**src/rtl/mst_pkg.sv**
```systemverilog
package mst_pkg;

  typedef enum logic [3:0] {
    ST_TLR    = 4'd0,
    ST_RTI    = 4'd1,
    ST_SEL_DR = 4'd2,
    ST_CAP_DR = 4'd3,
    ST_SHF_DR = 4'd4,
    ST_EX1_DR = 4'd5,
    ST_PAU_DR = 4'd6,
    ST_EX2_DR = 4'd7,
    ST_UPD_DR = 4'd8,
    ST_SEL_IR = 4'd9,
    ST_CAP_IR = 4'd10,
    ST_SHF_IR = 4'd11,
    ST_EX1_IR = 4'd12,
    ST_PAU_IR = 4'd13,
    ST_EX2_IR = 4'd14,
    ST_UPD_IR = 4'd15
  } tap_state_e;

  localparam int IR_W = 3;
  localparam int ID_W = 32;

  localparam logic [IR_W-1:0] INS_EXTEST  = 3'b000;
  localparam logic [IR_W-1:0] INS_IDCODE  = 3'b001;
  localparam logic [IR_W-1:0] INS_SAMPZ   = 3'b010;
  localparam logic [IR_W-1:0] INS_PRELOAD = 3'b100;
  localparam logic [IR_W-1:0] INS_BYPASS  = 3'b111;
  localparam logic [IR_W-1:0] IR_CAPTURE  = 3'b001;

  typedef struct packed {
    logic sel_bsr;
    logic sel_id;
    logic sel_byp;
    logic drive_pins;
    logic force_hiz;
    logic upd_en;
  } ins_ctl_t;

  function automatic ins_ctl_t decode_ins(input logic [IR_W-1:0] code);
    ins_ctl_t c;
    c = '0;
    unique case (code)
      INS_EXTEST: begin
        c.sel_bsr    = 1'b1;
        c.drive_pins = 1'b1;
        c.upd_en     = 1'b1;
      end
      INS_IDCODE: c.sel_id = 1'b1;
      INS_SAMPZ: begin
        c.sel_bsr   = 1'b1;
        c.force_hiz = 1'b1;
      end
      INS_PRELOAD: begin
        c.sel_bsr = 1'b1;
        c.upd_en  = 1'b1;
      end
      default: c.sel_byp = 1'b1;
    endcase
    return c;
  endfunction

endpackage

```
**src/rtl/mst_tap_fsm.sv**
```systemverilog
module mst_tap_fsm
  import mst_pkg::*;
(
  input  logic       tck,
  input  logic       rst,
  input  logic       tms,
  output tap_state_e state_q
);

  tap_state_e state_d;

  always_comb begin
    state_d = state_q;
    unique case (state_q)
      ST_TLR:    state_d = tms ? ST_TLR    : ST_RTI;
      ST_RTI:    state_d = tms ? ST_SEL_DR : ST_RTI;
      ST_SEL_DR: state_d = tms ? ST_SEL_IR : ST_CAP_DR;
      ST_CAP_DR: state_d = tms ? ST_EX1_DR : ST_SHF_DR;
      ST_SHF_DR: state_d = tms ? ST_EX1_DR : ST_SHF_DR;
      ST_EX1_DR: state_d = tms ? ST_UPD_DR : ST_PAU_DR;
      ST_PAU_DR: state_d = tms ? ST_EX2_DR : ST_PAU_DR;
      ST_EX2_DR: state_d = tms ? ST_UPD_DR : ST_SHF_DR;
      ST_UPD_DR: state_d = tms ? ST_SEL_DR : ST_RTI;
      ST_SEL_IR: state_d = tms ? ST_TLR    : ST_CAP_IR;
      ST_CAP_IR: state_d = tms ? ST_EX1_IR : ST_SHF_IR;
      ST_SHF_IR: state_d = tms ? ST_EX1_IR : ST_SHF_IR;
      ST_EX1_IR: state_d = tms ? ST_UPD_IR : ST_PAU_IR;
      ST_PAU_IR: state_d = tms ? ST_EX2_IR : ST_PAU_IR;
      ST_EX2_IR: state_d = tms ? ST_UPD_IR : ST_SHF_IR;
      ST_UPD_IR: state_d = tms ? ST_SEL_DR : ST_RTI;
      default:   state_d = ST_TLR;
    endcase
  end

  always_ff @(posedge tck) begin
    if (rst) state_q <= ST_TLR;
    else     state_q <= state_d;
  end

endmodule

```
**src/rtl/mst_ir_unit.sv**
```systemverilog
module mst_ir_unit
  import mst_pkg::*;
(
  input  logic            tck,
  input  logic            rst,
  input  logic            tdi,
  input  tap_state_e      state,
  output logic [IR_W-1:0] ir_shift,
  output logic [IR_W-1:0] ir_active
);

  // Shift stage works on the rising edge.
  always_ff @(posedge tck) begin
    if (rst) begin
      ir_shift <= IR_CAPTURE;
    end else if (state == ST_CAP_IR) begin
      ir_shift <= IR_CAPTURE;
    end else if (state == ST_SHF_IR) begin
      ir_shift <= {tdi, ir_shift[IR_W-1:1]};
    end
  end

  // Active instruction changes only on the falling edge.
  always_ff @(negedge tck) begin
    if (rst || state == ST_TLR) begin
      ir_active <= INS_IDCODE;
    end else if (state == ST_UPD_IR) begin
      ir_active <= ir_shift;
    end
  end

endmodule

```
**src/rtl/mst_dr_unit.sv**
```systemverilog
module mst_dr_unit
  import mst_pkg::*;
#(
  parameter int NUM_IN  = 4,
  parameter int NUM_IO  = 8,
  parameter int NUM_FIX = 2,
  parameter logic [NUM_FIX-1:0] FIX_DEFAULT = '0,
  parameter logic [ID_W-1:0]    ID_VALUE    = 32'h1A5B_3C71,
  localparam int BSR_LEN = NUM_IO + NUM_IN + 1 + NUM_FIX
)(
  input  logic               tck,
  input  logic               rst,
  input  logic               tdi,
  input  tap_state_e         state,
  input  ins_ctl_t           ctl,
  input  logic [NUM_IN-1:0]  pin_in,
  input  logic [NUM_IO-1:0]  io_in,
  output logic               dr_tdo,
  output logic [BSR_LEN-1:0] upd_q,
  output logic               byp_q,
  output logic [ID_W-1:0]    id_q
);

  localparam int IN_BASE  = NUM_IO;
  localparam int OE_CELL  = NUM_IO + NUM_IN;
  localparam int FIX_BASE = OE_CELL + 1;

  logic [BSR_LEN-1:0] bsr_q;
  logic [BSR_LEN-1:0] cap_vec;

  // Parallel snapshot, laid out from the TDO end.
  always_comb begin
    cap_vec = '0;
    for (int k = 0; k < NUM_IO; k++)  cap_vec[k]            = io_in[k];
    for (int k = 0; k < NUM_IN; k++)  cap_vec[IN_BASE + k]  = pin_in[k];
    cap_vec[OE_CELL] = 1'b0;
    for (int k = 0; k < NUM_FIX; k++) cap_vec[FIX_BASE + k] = FIX_DEFAULT[k];
  end

  always_ff @(posedge tck) begin
    if (rst) begin
      bsr_q <= '0;
    end else if (ctl.sel_bsr) begin
      if (state == ST_CAP_DR)      bsr_q <= cap_vec;
      else if (state == ST_SHF_DR) bsr_q <= {tdi, bsr_q[BSR_LEN-1:1]};
    end
  end

  always_ff @(posedge tck) begin
    if (rst) begin
      id_q <= '0;
    end else if (ctl.sel_id) begin
      if (state == ST_CAP_DR)      id_q <= ID_VALUE;
      else if (state == ST_SHF_DR) id_q <= {tdi, id_q[ID_W-1:1]};
    end
  end

  always_ff @(posedge tck) begin
    if (rst) begin
      byp_q <= 1'b0;
    end else if (ctl.sel_byp) begin
      if (state == ST_CAP_DR)      byp_q <= 1'b0;
      else if (state == ST_SHF_DR) byp_q <= tdi;
    end
  end

  // Update stage: falling edge in Update-DR.
  always_ff @(negedge tck) begin
    if (rst) begin
      upd_q <= '0;
    end else if (state == ST_UPD_DR && ctl.upd_en) begin
      upd_q <= bsr_q;
    end
  end

  always_comb begin
    if (ctl.sel_bsr)     dr_tdo = bsr_q[0];
    else if (ctl.sel_id) dr_tdo = id_q[0];
    else                 dr_tdo = byp_q;
  end

endmodule

```
**src/rtl/mst_pad_mux.sv**
```systemverilog
module mst_pad_mux
  import mst_pkg::*;
#(
  parameter int NUM_IO = 8
)(
  input  ins_ctl_t          ctl,
  input  logic [NUM_IO-1:0] upd_data,
  input  logic              upd_oe,
  input  logic [NUM_IO-1:0] core_dout,
  input  logic              core_oe,
  output logic [NUM_IO-1:0] io_out,
  output logic [NUM_IO-1:0] io_oe
);

  for (genvar k = 0; k < NUM_IO; k++) begin : g_pad
    always_comb begin
      if (ctl.drive_pins) begin
        io_out[k] = upd_data[k];
        io_oe[k]  = upd_oe;
      end else begin
        io_out[k] = core_dout[k];
        io_oe[k]  = core_oe & ~ctl.force_hiz;
      end
    end
  end

endmodule

```
**src/rtl/mst_scan_tap.sv**
```systemverilog
module mst_scan_tap
  import mst_pkg::*;
#(
  parameter int NUM_IN  = 4,
  parameter int NUM_IO  = 8,
  parameter int NUM_FIX = 2,
  parameter logic [NUM_FIX-1:0] FIX_DEFAULT = '0,
  parameter logic [31:0]        ID_VALUE    = 32'h1A5B_3C71
)(
  input  logic              tck,
  input  logic              rst,
  input  logic              tms,
  input  logic              tdi,
  output logic              tdo,
  output logic              tdo_oe,
  input  logic [NUM_IN-1:0] pin_in,
  input  logic [NUM_IO-1:0] io_in,
  input  logic [NUM_IO-1:0] core_dout,
  input  logic              core_oe,
  output logic [NUM_IO-1:0] io_out,
  output logic [NUM_IO-1:0] io_oe
);

  localparam int BSR_LEN = NUM_IO + NUM_IN + 1 + NUM_FIX;
  localparam int OE_CELL = NUM_IO + NUM_IN;

  tap_state_e         state_q;
  logic [IR_W-1:0]    ir_shift;
  logic [IR_W-1:0]    ir_active;
  ins_ctl_t           ctl;
  logic               dr_tdo;
  logic [BSR_LEN-1:0] upd_q;
  logic               byp_q;
  logic [ID_W-1:0]    id_q;

  mst_tap_fsm u_fsm (
    .tck     (tck),
    .rst     (rst),
    .tms     (tms),
    .state_q (state_q)
  );

  mst_ir_unit u_ir (
    .tck       (tck),
    .rst       (rst),
    .tdi       (tdi),
    .state     (state_q),
    .ir_shift  (ir_shift),
    .ir_active (ir_active)
  );

  assign ctl = decode_ins(ir_active);

  mst_dr_unit #(
    .NUM_IN      (NUM_IN),
    .NUM_IO      (NUM_IO),
    .NUM_FIX     (NUM_FIX),
    .FIX_DEFAULT (FIX_DEFAULT),
    .ID_VALUE    (ID_VALUE)
  ) u_dr (
    .tck    (tck),
    .rst    (rst),
    .tdi    (tdi),
    .state  (state_q),
    .ctl    (ctl),
    .pin_in (pin_in),
    .io_in  (io_in),
    .dr_tdo (dr_tdo),
    .upd_q  (upd_q),
    .byp_q  (byp_q),
    .id_q   (id_q)
  );

  mst_pad_mux #(
    .NUM_IO (NUM_IO)
  ) u_pad (
    .ctl       (ctl),
    .upd_data  (upd_q[NUM_IO-1:0]),
    .upd_oe    (upd_q[OE_CELL]),
    .core_dout (core_dout),
    .core_oe   (core_oe),
    .io_out    (io_out),
    .io_oe     (io_oe)
  );

  // Serial output: falling edge, enabled only in the shift states.
  always_ff @(negedge tck) begin
    if (rst) begin
      tdo    <= 1'b0;
      tdo_oe <= 1'b0;
    end else begin
      unique case (state_q)
        ST_SHF_IR: begin
          tdo    <= ir_shift[0];
          tdo_oe <= 1'b1;
        end
        ST_SHF_DR: begin
          tdo    <= dr_tdo;
          tdo_oe <= 1'b1;
        end
        default: tdo_oe <= 1'b0;
      endcase
    end
  end

endmodule

```
**config.mk**
```make
export PLATFORM = sky130hd
export DESIGN_NAME = mst_scan_tap
export DESIGN_NICKNAME = d
export VERILOG_FILES = /design/src/rtl/mst_pkg.sv /design/src/rtl/mst_tap_fsm.sv /design/src/rtl/mst_ir_unit.sv /design/src/rtl/mst_dr_unit.sv /design/src/rtl/mst_pad_mux.sv /design/src/rtl/mst_scan_tap.sv
export SDC_FILE = /design/constraint.sdc
export NUM_CORES = 1
export LEC_CHECK = 0
export ABC_AREA = 1
export BUFFER_PORTS_ARGS = -buffer_cell sky130_fd_sc_hd__buf_2
export CORE_ASPECT_RATIO = 1.4
export CORE_UTILIZATION = 50
export CTS_BUF_LIST = sky130_fd_sc_hd__clkbuf_2
export CTS_CLUSTER_DIAMETER = 80
export DETAILED_ROUTE_END_ITERATION = 16
export PLACE_DENSITY = 0.71
export SYNTH_ARGS = -nofsm -noshare
export SYNTH_HDL_FRONTEND = slang
export SYNTH_SLANG_ARGS = --single-unit
```
**constraint.sdc**
```tcl
create_clock -name tck -period 4.9 [get_ports tck]
set_clock_uncertainty 0.1 [all_clocks]
set_input_delay 1.47 -clock tck [delete_from_list [all_inputs] [get_ports tck]]
set_output_delay 1.47 -clock tck [all_outputs]
set_load 0.05 [all_outputs]
```
==> PnR_summary.wiki <==
{| class="wikitable"
! Metric !! Value
|-
| Final count of hold timing violations || 0
|-
| Netlist Area Pre-Place || between 3000 and 4000 um2
|-
| Routability congestion estimate from global placement || 0.918
|-
| Maximum number of pins on one net before global-route repair || 33
|-
| Setup slack of the worst register-to-register path || 680 ps
|-
| Critical path class || register to output port
|-
| Area of the die || 6630 um2
|-
| Floorplan core area || around 6000 um2
|-
| Switching power || about 310 uW
|-
| Net count, final || 520
|-
| Total power density per cell area || slightly above 300 nW/um2
|-
| Leakage power || 1.69 nW
|-
| Number of search-and-repair iterations in the first detailed-routing pass || 4
|-
| Worst max-slew margin expressed relative to the limit || 49.9%
|-
| Total negative setup slack || -10070 ps
|-
| Number of I/O pins || 43
|-
| Layout Area Growth over Synthesis || 20.7%
|-
| Post-DP HPWL || about 4300 um
|-
| Clock Root Buffer || clkbuf_2
|-
| Register area share after synthesis || between 40% and 50%
|-
| Number of setup violations in the final report || 18
|-
| Antenna viol nets, final || 0
|-
| Sum of buffers and inverters on the critical path || 3
|-
| Post-route worst setup slack || -628 ps
|-
| Cell Int Power || roughly 850 uW
|-
| Global route overflow || 0
|-
| RSZ-0062 raised after global routing || yes
|-
| Number of buffers inserted during clock tree synthesis || 9
|-
| Initial standard-cell utilization of the core || approximately 53%
|-
| Sort of element at the end of the critical path || output port
|-
| Count of non-filler cells in the finished layout || 570
|-
| Gate count after technology mapping || about 440
|-
| Net Sw Frac || a little over a quarter
|-
| Outcome || finished, violations left
|-
| Critical path data arrival time || approximately 4000 ps
|-
| Cell area after layout || ~3800 um2
|-
| Count of standard-cell rows || 33
|-
| Area post-placement || 3400 um2
|-
| Req. time, crit path || between 3000 and 4000 ps
|-
| Via density || slightly above 5
|-
| Remaining design rule violation count || 0
|-
| Insertion delay to the later sink of the worst-skew pair || 510 ps
|-
| Failing checks || setup timing
|-
| Worst-case setup slack after placement || -185 ps
|-
| Number of antenna repair diodes || 0
|-
| Worst vdd rail ir drop || between 0.0002 and 0.0003 V
|-
| Slowest cell on the critical path || dfxtp_1
|-
| Worst Hold Margin || approximately 370 ps
|-
| Proportion of power drawn by the clock network || slightly above 40%
|-
| Relative contribution of sequential cells to total power || between 40% and 50%
|-
| Register clock-pin slew on the reported worst setup and hold paths || 40 ps
|-
| Number of buffers inserted by port buffering || 42
|-
| Crit start category || register
|-
| Largest fanout of any net on the critical path || 16
|-
| Ratio of cells with drive above 1 in the final layout || 21.0%
|-
| Via count of the first global-routing pass || between 2000 and 3000
|-
| Post-Syn Nets || around 470
|-
| Max Root-Sink Buffers || 2
|-
| Total of flip-flops plus latches after synthesis || 69
|-
| Yosys warning count || 0
|-
| Delay of the slowest cell on the worst path || 340 ps
|-
| H-tree level count || 3
|-
| Global Route Usage Sum || approximately a fifth
|-
| Worst hold path class || register to register
|-
| Wire length of the first global-routing pass || around 11000 um
|-
| Detailed Route Iter0 Violations || 167
|-
| CP Cell Sequence || inv_1 -> nand2_4 -> buf_12 -> nand2_2 -> o21ai_4 -> buf_6
|-
| Number of placed instances with taps included || approximately 540
|-
| Detailed-route wire length || around 6500 um
|-
| Average detailed-routed wire length per instance || approximately 11 um
|-
| Via count || approximately 3000
|-
| Initial antenna violation count || 0
|-
| Cell variety after synth || 22
|-
| Die extent in x || slightly below 70 um
|-
| # Max-Cap Violations || 0
|-
| Gate family responsible for the most delay along the worst path || buffers and inverters
|-
| Mean cell area of the mapped netlist || ~7 um2
|-
| Utilization after layout || between 60% and 70%
|-
| Final count of pins violating max slew || 0
|-
| Most used cells in the layout excluding fill and tap cells || 89 x nand2_1, 65 x dfxtp_1, 62 x nor2_1
|-
| TritonCTS clock tree || yes
|-
| Die outline height || between 90 and 100 um
|-
| Combinational group share of total power || about 10%
|-
| Post-layout total power || approximately 1.2 mW
|-
| Most common cell after layout, fill and taps aside || nand2_1
|-
| Slew @ Worst Pin || ~750 ps
|-
| Sinks on Clock Net || between 60 and 70
|}
Yosys cell counts (all sizes together):
cell type / n / area [um2]
nor3: 16 / 80.1
nand2: 101 / 412
a21oi: 38 / 194
o211ai: 1 / 7.51
nand4: 2 / 12.5
o21ai: 57 / 285
inv: 32 / 120
buf: 22 / 180
nor2: 69 / 299
nand3: 27 / 135
clkbuf: 8 / 31.3
dfxtp: 69 / 1380
a211oi: 2 / 15.0
final timing paths:
check | from | endpoint | cells after the start
max | u_ir.ir_active[1] | io_out[6] | 6
min | u_dr.upd_q[4] | u_dr.upd_q[4] | 2
max reg2reg | u_ir.ir_active[2] | u_dr.id_q[26] | 6
min reg2reg | u_dr.upd_q[4] | u_dr.upd_q[4] | 2
registers in the layout, summed over array words and instances (netlist names):
name            flops
tdo                 1
u_fsm.state_q       4
tdo_oe              1
u_dr.byp_q          1
u_ir.ir_active      3
u_dr.id_q          32
u_ir.ir_shift       3
u_dr.bsr_q         15
u_dr.upd_q          9
worst register-to-register path: stages, from the launching register on:
cell and delay (ps):
dfxtp_2 330, buf_4 140, inv_1 90, nand3_1 180, nor2_4 550, nand3_1 170
a21oi_1 160
layout make-up:
cell class / count / area, um2
Multi-Input combinational cell: 313 / 1540
Timing Repair Buffer: 57 / 464
Tap cell: 70 / 87.6
Clock inverter: 21 / 169
Sequential cell: 69 / 1390
Inverter: 31 / 116
Fill cell: 541 / 2180
Clock buffer: 9 / 45.0
kinds of logic (layout without fill, tap and decap cells):
family	after synthesis	after routing	synth area share (%)
DFF	69	69	43.8
and+or+nand+nor	215	215	29.8
buffers and inverters	62	118	10.5
AOI/OAI and AO/OA	98	98	15.9
timing repair:
item                       4_1_cts  5_1_grt
hold buffers                     0        0
setup endpoints to repair       18       18
buffers inserted                 1        2
gates resized for setup         38       11
pin swaps                        2        1
metal layers:
metal | up-vias | share of wire [%] | GRT usage, %
li1 | 1539 | - | -
met1 | 1331 | 44 | 23.0
met2 | 71 | 51 | 37.9
met3 | 11 | 3.6 | 3.04
met4 | 0 | 1.7 | 11.2
met5 | - | 0 | 0
power by group through the flow:
stage	Combinational [mW]	Clock (mW)	Sequential, mW
6_report	0.115	0.467	0.575
3_5_place_dp	0.0994	0.0188	0.586
4_1_cts	0.111	0.474	0.575
2_1_floorplan	0.0805	0.0188	0.586
5_1_grt	0.126	0.504	0.576
3_3_place_gp	0.0984	0.0188	0.586
Power figures use the tool's default switching activity.
